===== src/rtl/gpio_bank_pkg.sv =====
package gpio_bank_pkg;
  localparam int ADDR_W = 4;
  localparam logic [ADDR_W-1:0] OFS_DIR   = 4'd0;
  localparam logic [ADDR_W-1:0] OFS_OUT   = 4'd1;
  localparam logic [ADDR_W-1:0] OFS_ALT   = 4'd2;
  localparam logic [ADDR_W-1:0] OFS_PINS  = 4'd3;
  localparam logic [ADDR_W-1:0] OFS_MASK  = 4'd4;
  localparam logic [ADDR_W-1:0] OFS_KIND  = 4'd5;
  localparam logic [ADDR_W-1:0] OFS_EPOL  = 4'd6;
  localparam logic [ADDR_W-1:0] OFS_LPOL  = 4'd7;
  localparam logic [ADDR_W-1:0] OFS_STAT  = 4'd8;
endpackage


===== src/rtl/gpio_sync.sv =====
module gpio_sync #(
  parameter int NPINS  = 16,
  parameter int STAGES = 2
) (
  input  logic             clk_i,
  input  logic             rst_ni,
  input  logic [NPINS-1:0] d_i,
  output logic [NPINS-1:0] q_o
);
  logic [NPINS-1:0] stg_q [STAGES];
  logic             primed_q;

  always_ff @(posedge clk_i or negedge rst_ni) begin
    if (!rst_ni) stg_q[0] <= '0;
    else         stg_q[0] <= d_i;
  end

  for (genvar j = 1; j < STAGES; j++) begin : g_stage
    always_ff @(posedge clk_i or negedge rst_ni) begin
      if (!rst_ni) stg_q[j] <= '0;
      else         stg_q[j] <= stg_q[j-1];
    end
    p_sync_chain_r3: assert property (@(posedge clk_i) disable iff (!rst_ni)
      primed_q |-> stg_q[j] == $past(stg_q[j-1]));
  end

  always_ff @(posedge clk_i or negedge rst_ni) begin
    if (!rst_ni) primed_q <= 1'b0;
    else         primed_q <= 1'b1;
  end

  p_sync_first_r3: assert property (@(posedge clk_i) disable iff (!rst_ni)
    primed_q |-> stg_q[0] == $past(d_i));

  assign q_o = stg_q[STAGES-1];
endmodule


===== src/rtl/gpio_detect.sv =====
module gpio_detect #(
  parameter int NPINS = 16
) (
  input  logic             clk_i,
  input  logic             rst_ni,
  input  logic [NPINS-1:0] sync_i,
  input  logic [NPINS-1:0] kind_i,
  input  logic [NPINS-1:0] epol_i,
  input  logic [NPINS-1:0] lpol_i,
  output logic [NPINS-1:0] ev_o
);
  logic [NPINS-1:0] prev_q;

  always_ff @(posedge clk_i or negedge rst_ni) begin
    if (!rst_ni) prev_q <= '0;
    else         prev_q <= sync_i;
  end

  for (genvar b = 0; b < NPINS; b++) begin : g_pin
    logic e_hit, l_hit;
    assign e_hit   = epol_i[b] ? (sync_i[b] & ~prev_q[b]) : (~sync_i[b] & prev_q[b]);
    assign l_hit   = (sync_i[b] == lpol_i[b]);
    assign ev_o[b] = kind_i[b] ? e_hit : l_hit;

    // same-direction edges cannot repeat on consecutive cycles
    p_edge_single_r4: assert property (@(posedge clk_i) disable iff (!rst_ni)
      (kind_i[b] && ev_o[b]) |=>
        (!ev_o[b] || !$stable(epol_i[b]) || !$stable(kind_i[b])));
  end
endmodule


===== src/rtl/gpio_regs.sv =====
module gpio_regs
  import gpio_bank_pkg::*;
#(
  parameter int NPINS = 16
) (
  input  logic              clk_i,
  input  logic              rst_ni,
  input  logic              we_i,
  input  logic [ADDR_W-1:0] addr_i,
  input  logic [NPINS-1:0]  wdata_i,
  input  logic [NPINS-1:0]  ev_i,
  input  logic [NPINS-1:0]  pins_i,
  output logic [NPINS-1:0]  rdata_o,
  output logic [NPINS-1:0]  dir_o,
  output logic [NPINS-1:0]  out_o,
  output logic [NPINS-1:0]  alt_o,
  output logic [NPINS-1:0]  mask_o,
  output logic [NPINS-1:0]  kind_o,
  output logic [NPINS-1:0]  epol_o,
  output logic [NPINS-1:0]  lpol_o,
  output logic [NPINS-1:0]  stat_o
);
  logic [NPINS-1:0] dir_q, out_q, alt_q, mask_q, kind_q, epol_q, lpol_q, stat_q;
  logic             wr_stat;

  assign wr_stat = we_i && (addr_i == OFS_STAT);

  always_ff @(posedge clk_i or negedge rst_ni) begin
    if (!rst_ni) begin
      dir_q  <= '0;
      out_q  <= '0;
      alt_q  <= '0;
      mask_q <= '1;
      kind_q <= '0;
      epol_q <= '0;
      lpol_q <= '0;
    end else if (we_i) begin
      case (addr_i)
        OFS_DIR:  dir_q  <= wdata_i;
        OFS_OUT:  out_q  <= wdata_i;
        OFS_ALT:  alt_q  <= wdata_i;
        OFS_MASK: mask_q <= wdata_i;
        OFS_KIND: kind_q <= wdata_i;
        OFS_EPOL: epol_q <= wdata_i;
        OFS_LPOL: lpol_q <= wdata_i;
        default: ;
      endcase
    end
  end

  // new events take priority over a clear in the same cycle
  always_ff @(posedge clk_i or negedge rst_ni) begin
    if (!rst_ni)      stat_q <= '0;
    else if (wr_stat) stat_q <= (stat_q & wdata_i) | ev_i;
    else              stat_q <= stat_q | ev_i;
  end

  always_comb begin
    case (addr_i)
      OFS_DIR:  rdata_o = dir_q;
      OFS_OUT:  rdata_o = out_q;
      OFS_ALT:  rdata_o = alt_q;
      OFS_PINS: rdata_o = pins_i;
      OFS_MASK: rdata_o = mask_q;
      OFS_KIND: rdata_o = kind_q;
      OFS_EPOL: rdata_o = epol_q;
      OFS_LPOL: rdata_o = lpol_q;
      OFS_STAT: rdata_o = stat_q;
      default:  rdata_o = '0;
    endcase
  end

  assign dir_o  = dir_q;
  assign out_o  = out_q;
  assign alt_o  = alt_q;
  assign mask_o = mask_q;
  assign kind_o = kind_q;
  assign epol_o = epol_q;
  assign lpol_o = lpol_q;
  assign stat_o = stat_q;

  p_stat_sticky_r8: assert property (@(posedge clk_i) disable iff (!rst_ni)
    !wr_stat |=> ((stat_q & $past(stat_q)) == $past(stat_q)));

  p_stat_clear_r8: assert property (@(posedge clk_i) disable iff (!rst_ni)
    (wr_stat && wdata_i == '0) |=> stat_q == $past(ev_i));
endmodule


===== src/rtl/gpio_irq_bank.sv =====
module gpio_irq_bank
  import gpio_bank_pkg::*;
#(
  parameter int NPINS       = 16,
  parameter int SYNC_STAGES = 2
) (
  input  logic              clk_i,
  input  logic              rst_ni,
  input  logic              reg_we_i,
  input  logic [ADDR_W-1:0] reg_addr_i,
  input  logic [NPINS-1:0]  reg_wdata_i,
  output logic [NPINS-1:0]  reg_rdata_o,
  input  logic [NPINS-1:0]  pin_i,
  output logic [NPINS-1:0]  pin_o,
  output logic [NPINS-1:0]  pin_oe_o,
  output logic [NPINS-1:0]  alt_sel_o,
  output logic              irq_o
);
  logic [NPINS-1:0] sync_w, ev_w, mask_w, kind_w, epol_w, lpol_w, stat_w;

  gpio_sync #(.NPINS(NPINS), .STAGES(SYNC_STAGES)) u_sync (
    .clk_i (clk_i),
    .rst_ni(rst_ni),
    .d_i   (pin_i),
    .q_o   (sync_w)
  );

  gpio_detect #(.NPINS(NPINS)) u_detect (
    .clk_i (clk_i),
    .rst_ni(rst_ni),
    .sync_i(sync_w),
    .kind_i(kind_w),
    .epol_i(epol_w),
    .lpol_i(lpol_w),
    .ev_o  (ev_w)
  );

  gpio_regs #(.NPINS(NPINS)) u_regs (
    .clk_i  (clk_i),
    .rst_ni (rst_ni),
    .we_i   (reg_we_i),
    .addr_i (reg_addr_i),
    .wdata_i(reg_wdata_i),
    .ev_i   (ev_w),
    .pins_i (sync_w),
    .rdata_o(reg_rdata_o),
    .dir_o  (pin_oe_o),
    .out_o  (pin_o),
    .alt_o  (alt_sel_o),
    .mask_o (mask_w),
    .kind_o (kind_w),
    .epol_o (epol_w),
    .lpol_o (lpol_w),
    .stat_o (stat_w)
  );

  assign irq_o = |(stat_w & ~mask_w);

  p_irq_blocked_r9: assert property (@(posedge clk_i) disable iff (!rst_ni)
    (&mask_w) |-> !irq_o);

  p_irq_source_r9: assert property (@(posedge clk_i) disable iff (!rst_ni)
    irq_o |-> (stat_w != '0));
endmodule


===== config.mk =====
export PLATFORM = sky130hd
export DESIGN_NAME = gpio_irq_bank
export DESIGN_NICKNAME = d
export VERILOG_FILES = /design/src/rtl/gpio_bank_pkg.sv /design/src/rtl/gpio_sync.sv /design/src/rtl/gpio_detect.sv /design/src/rtl/gpio_regs.sv /design/src/rtl/gpio_irq_bank.sv
export SDC_FILE = /design/constraint.sdc
export NUM_CORES = 1
export LEC_CHECK = 0
export BUFFER_PORTS_ARGS = -buffer_cell sky130_fd_sc_hd__buf_2
export CAP_MARGIN = 10
export CORE_ASPECT_RATIO = 2
export CORE_MARGIN = 5
export CORE_UTILIZATION = 58
export DETAILED_ROUTE_END_ITERATION = 6
export GPL_TIMING_DRIVEN = 0
export PLACE_DENSITY = 0.8
export SYNTH_ARGS = -nofsm -noshare
export SYNTH_HDL_FRONTEND = slang
export SYNTH_SLANG_ARGS = --single-unit

===== constraint.sdc =====
create_clock -name clk_i -period 1.69 [get_ports clk_i]
set_input_delay 0.0845 -clock clk_i [delete_from_list [all_inputs] [get_ports clk_i]]
set_output_delay 0.0845 -clock clk_i [all_outputs]
set_load 0.005 [all_outputs]

==> summary.md <==
| Metric | Value |
|---|---|
| Met1 Usage GRT | `32.65%` |
| Pre-CTS setup slack | `-0.4821 ns` |
| Reg2reg end | `u_regs.stat_o[10]` |
| Final WS setup | `-0.1645 ns` |
| Worst Hold End | `u_regs.dir_o[7]` |
| Worst endpoint required time | `roughly 1.6 ns` |
| Num rows | `60` |
| Die ar. | `15970 µm²` |
| Max Fanout on Critical Path | `2` |
| Leak | `roughly 0.0044 µW` |
| Area after DPL | `~8500 µm²` |
| FF-to-FF path depth | `4` |
| Vias | `5894` |
| YS warnings | `0` |
| Initial antenna violation count | `1` |
| Met3 Use GR | `about 5.3%` |
| Core region area | `~13000 µm²` |
| Initial core utilization | `58.56%` |
| Fin crit period | `between 1.5 and 2 ns` |
| Post-Syn Instances | `594` |
| WL final | `~22 mm` |
| Post-Syn Area | `roughly 7800 µm²` |
| TritonCTS buffer count | `17` |
| DRT Pass-1 Iters | `5` |
| CTS tree | `built` |
| Final net count | `between 700 and 800` |
| Hold slack | `between 0.01 and 0.015 ns` |
| Post-synthesis sequential area ratio | `56.86%` |
| Vias in the first global route | `between 6000 and 7000` |
| Crit share post-route | `109.7%` |
| Placed cells | `849` |
| Worst Tran Pin Value | `roughly 0.69 ns` |
| Number of failing hold endpoints at the final stage | `0` |
| Layer with the highest usage | `met2` |
| Yosys cell types | `45` |
| Max_slew headroom | `around 54%` |
| Worst skew pair latency | `roughly 0.42 ns` |
| DRT iter0 DRCs | `a little under 600` |
| Routed wire per std cell | `23.25 µm` |
| Root Buffer | `clkbuf_16` |
| Maximum number of pins on one net before global-route repair | `between 100 and 150` |
| Crit start category | `flip-flop` |
| Htree depth | `4` |
| Worst Hold Class | `in2reg` |
| # Max-Cap Violations | `0` |
| Hold Path Depth | `2` |
| RD Place Congestion | `0.9041` |
| Hold Startpoint | `reg_wdata_i[7]` |
| CTS Sinks | `176` |
| Area grow syn2layout | `23.85%` |
| Final Setup Violations | `8` |
| Io pins | `104` |
| Worst-path cell chain | `mux2_4 > a222oi_1 > o211ai_1 > buf_2` |
| Mean Syn Cell Area | `about 13 µm²` |
| Share of cells above drive strength 1 | `between 40% and 50%` |
| Slew Limit Fails | `0` |
| DRC Markers | `0` |
| Met2 Use GR | `a little under half` |
| R2r setup slk | `around 0.55 ns` |
| Reg2reg start | `u_regs.epol_o[10]` |
| PortBufs | `roughly 100` |
| CP max stage cell | `dfrtp_1` |
| Critical Path AT | `roughly 1.8 ns` |
| VDD IR max | `roughly 0.00095 V` |
| Final ANT Viol Nets | `0` |
| Crit Path Class | `reg2out` |
| Die W | `~90 µm` |
| RSZ-0062 raised after global routing | `true` |
| First-pass GRT wire length | `32.86 mm` |
| Outcome | `complete, but fails checks` |
| Final instance area | `between 9000 and 10000 µm²` |
| Crit-path max cell delay | `0.40 ns` |
| Pwr dens | `approximately 1200 nW/µm²` |
| Worst setup EP type | `primary output` |
| HPWL Detailed | `about 14 mm` |
| Synthesized flop and latch total | `between 150 and 200` |
| Failing checks | `negative setup slack` |
| Final Skew | `a little over 0.006 ns` |
| Fmax | `between 500 and 600 MHz` |
| Design Power | `between 10000 and 15000 µW` |
| GRT Total Usage | `a little over a quarter` |
| Reg clk slew, reported paths | `~0.070 ns` |
| Die height | `approximately 170 µm` |
| Via/cell ratio | `6.365` |
| Post-route insts no fill | `926` |
| Total congestion overflow | `0` |
| Maximum clock insertion buffer count | `2` |
| Synthesized Nets | `633` |
registers in the layout (all words and copies together) (netlist names):
signal           cells
u_regs.epol_o       16
u_regs.kind_o       16
u_regs.alt_o        16
u_sync.q_o          16
u_regs.lpol_o       16
u_detect.prev_q     16
u_regs.stat_o       16
u_regs.out_o        16
u_regs.dir_o        16
u_regs.mask_o       16
u_sync.stg_q        16
routing by layer:
metal	wire (µm)	up-vias	share of wire, %
met2	11070	300	51
met4	1000	0	4.6
met1	7955	2982	37
li1	-	2535	-
met5	0	-	0
met3	1509	77	7.0
where the power goes:
part	internal [µW]	total, µW	switching (µW)
clock network	2050	3720	1670
logic	1170	2070	902
registers	4990	5660	679
total	8210	11500	3250
timing repair:
item,CTS,global route
hold endpoints to repair,96,0
resized for setup,20,31
endpoints found under the setup margin,17,27
setup buffers,7,14
hold buffers,24,0
pin swaps,13,11
synthesized netlist by cell type (all sizes together):
| cell | number | area share, % |
|---|---|---|
| a222oi | 12 | 1.5 |
| a22oi | 9 | 0.87 |
| o21ai | 42 | 2.7 |
| inv | 16 | 0.77 |
| nand3b | 2 | 0.19 |
| o211ai | 22 | 2.1 |
| and3 | 3 | 0.24 |
| a211o | 1 | 0.11 |
| nand2b | 2 | 0.35 |
| buf | 22 | 1.9 |
| o22ai | 4 | 0.32 |
| nor4b | 2 | 0.61 |
| nor3 | 4 | 0.47 |
| nand3 | 3 | 0.26 |
| dfrtp | 160 | 51 |
| or3 | 1 | 0.080 |
| nand2 | 34 | 1.9 |
| nand4 | 2 | 0.16 |
| a221oi | 19 | 2.1 |
| clkbuf | 4 | 0.19 |
| mux2 | 115 | 17 |
| nor2 | 29 | 1.6 |
| mux2i | 19 | 2.4 |
| nor2b | 2 | 0.16 |
| a21oi | 8 | 0.51 |
| dfstp | 16 | 5.4 |
| xor2 | 16 | 1.8 |
| o22a | 1 | 0.11 |
| nand4b | 1 | 0.19 |
| a31oi | 2 | 0.16 |
| nor3b | 19 | 1.9 |
| o32ai | 2 | 0.23 |
critical path, delay by kind of cell (launching register included):
| kind | cells | cell delay [ns] |
|---|---|---|
| buffers and inverters | 1 | 0.17 |
| muxes | 1 | 0.27 |
| AOI/OAI and AO/OA | 2 | 0.51 |
| DFF | 1 | 0.40 |
placed cells by master, fill, tap and decap left out, drive strengths merged, types with 3 or more instances in the layout:
cell type    netlist  layout
a21oi              8       8
a221oi            19      19
a222oi            12      12
a22oi              9       9
and3               3       3
buf               22     145
clkbuf             4      20
clkinv             0       5
clkinvlp           0       3
dfrtp            160     160
dfstp             16      16
dlygate4sd3        0      24
inv               16      20
mux2             115     115
mux2i             19      19
nand2             34      34
nand3              3       3
nor2              29      29
nor3               4       4
nor3b             19      19
o211ai            22      22
o21ai             42      42
o22ai              4       4
xor2              16      16
stage by stage:
stage | setup TNS [ns] | utilization [%]
final | -0.4664 | 72.52
after global routing | -1.121 | 72.52
after CTS | -0.5081 | 70.89
after detailed placement | -11.64 | 64.03
after global placement | -367.98 | 63.75
after floorplan | 0 | -
layout make-up:
| class | instances | area, µm² |
|---|---|---|
| antenna | 1 | 2.502 |
| buffer | 26 | 183.9 |
| multi-input combinational | 376 | 3281 |
| fill | 876 | 3651 |
| clock inverter | 13 | 130.1 |
| tap | 155 | 193.9 |
| inverter | 16 | 60.06 |
| timing repair buffer | 145 | 930.9 |
| clock buffer | 18 | 429.2 |
| sequential | 176 | 4425 |
cell families after synthesis:
| group | synth area share, % |
|---|---|
| xor+xnor | 1.801 |
| simple gates | 8.104 |
| mux | 19.57 |
| buf+inv | 2.846 |
| flops | 56.86 |
| compound gates | 10.82 |
how the worst max path moves through the flow:
stage | start | endpoint | depth (start not counted)
2_1_floorplan | reg_addr_i[3] | u_regs.alt_o[10] | 5
3_3_place_gp | rst_ni | u_sync.stg_q[22] | 1
3_5_place_dp | reg_addr_i[1] | reg_rdata_o[13] | 6
4_1_cts | u_regs.epol_o[3] | reg_rdata_o[3] | 4
5_1_grt | u_regs.epol_o[3] | reg_rdata_o[3] | 4
6_report | u_regs.epol_o[3] | reg_rdata_o[3] | 4
Power figures use the tool's default switching activity.
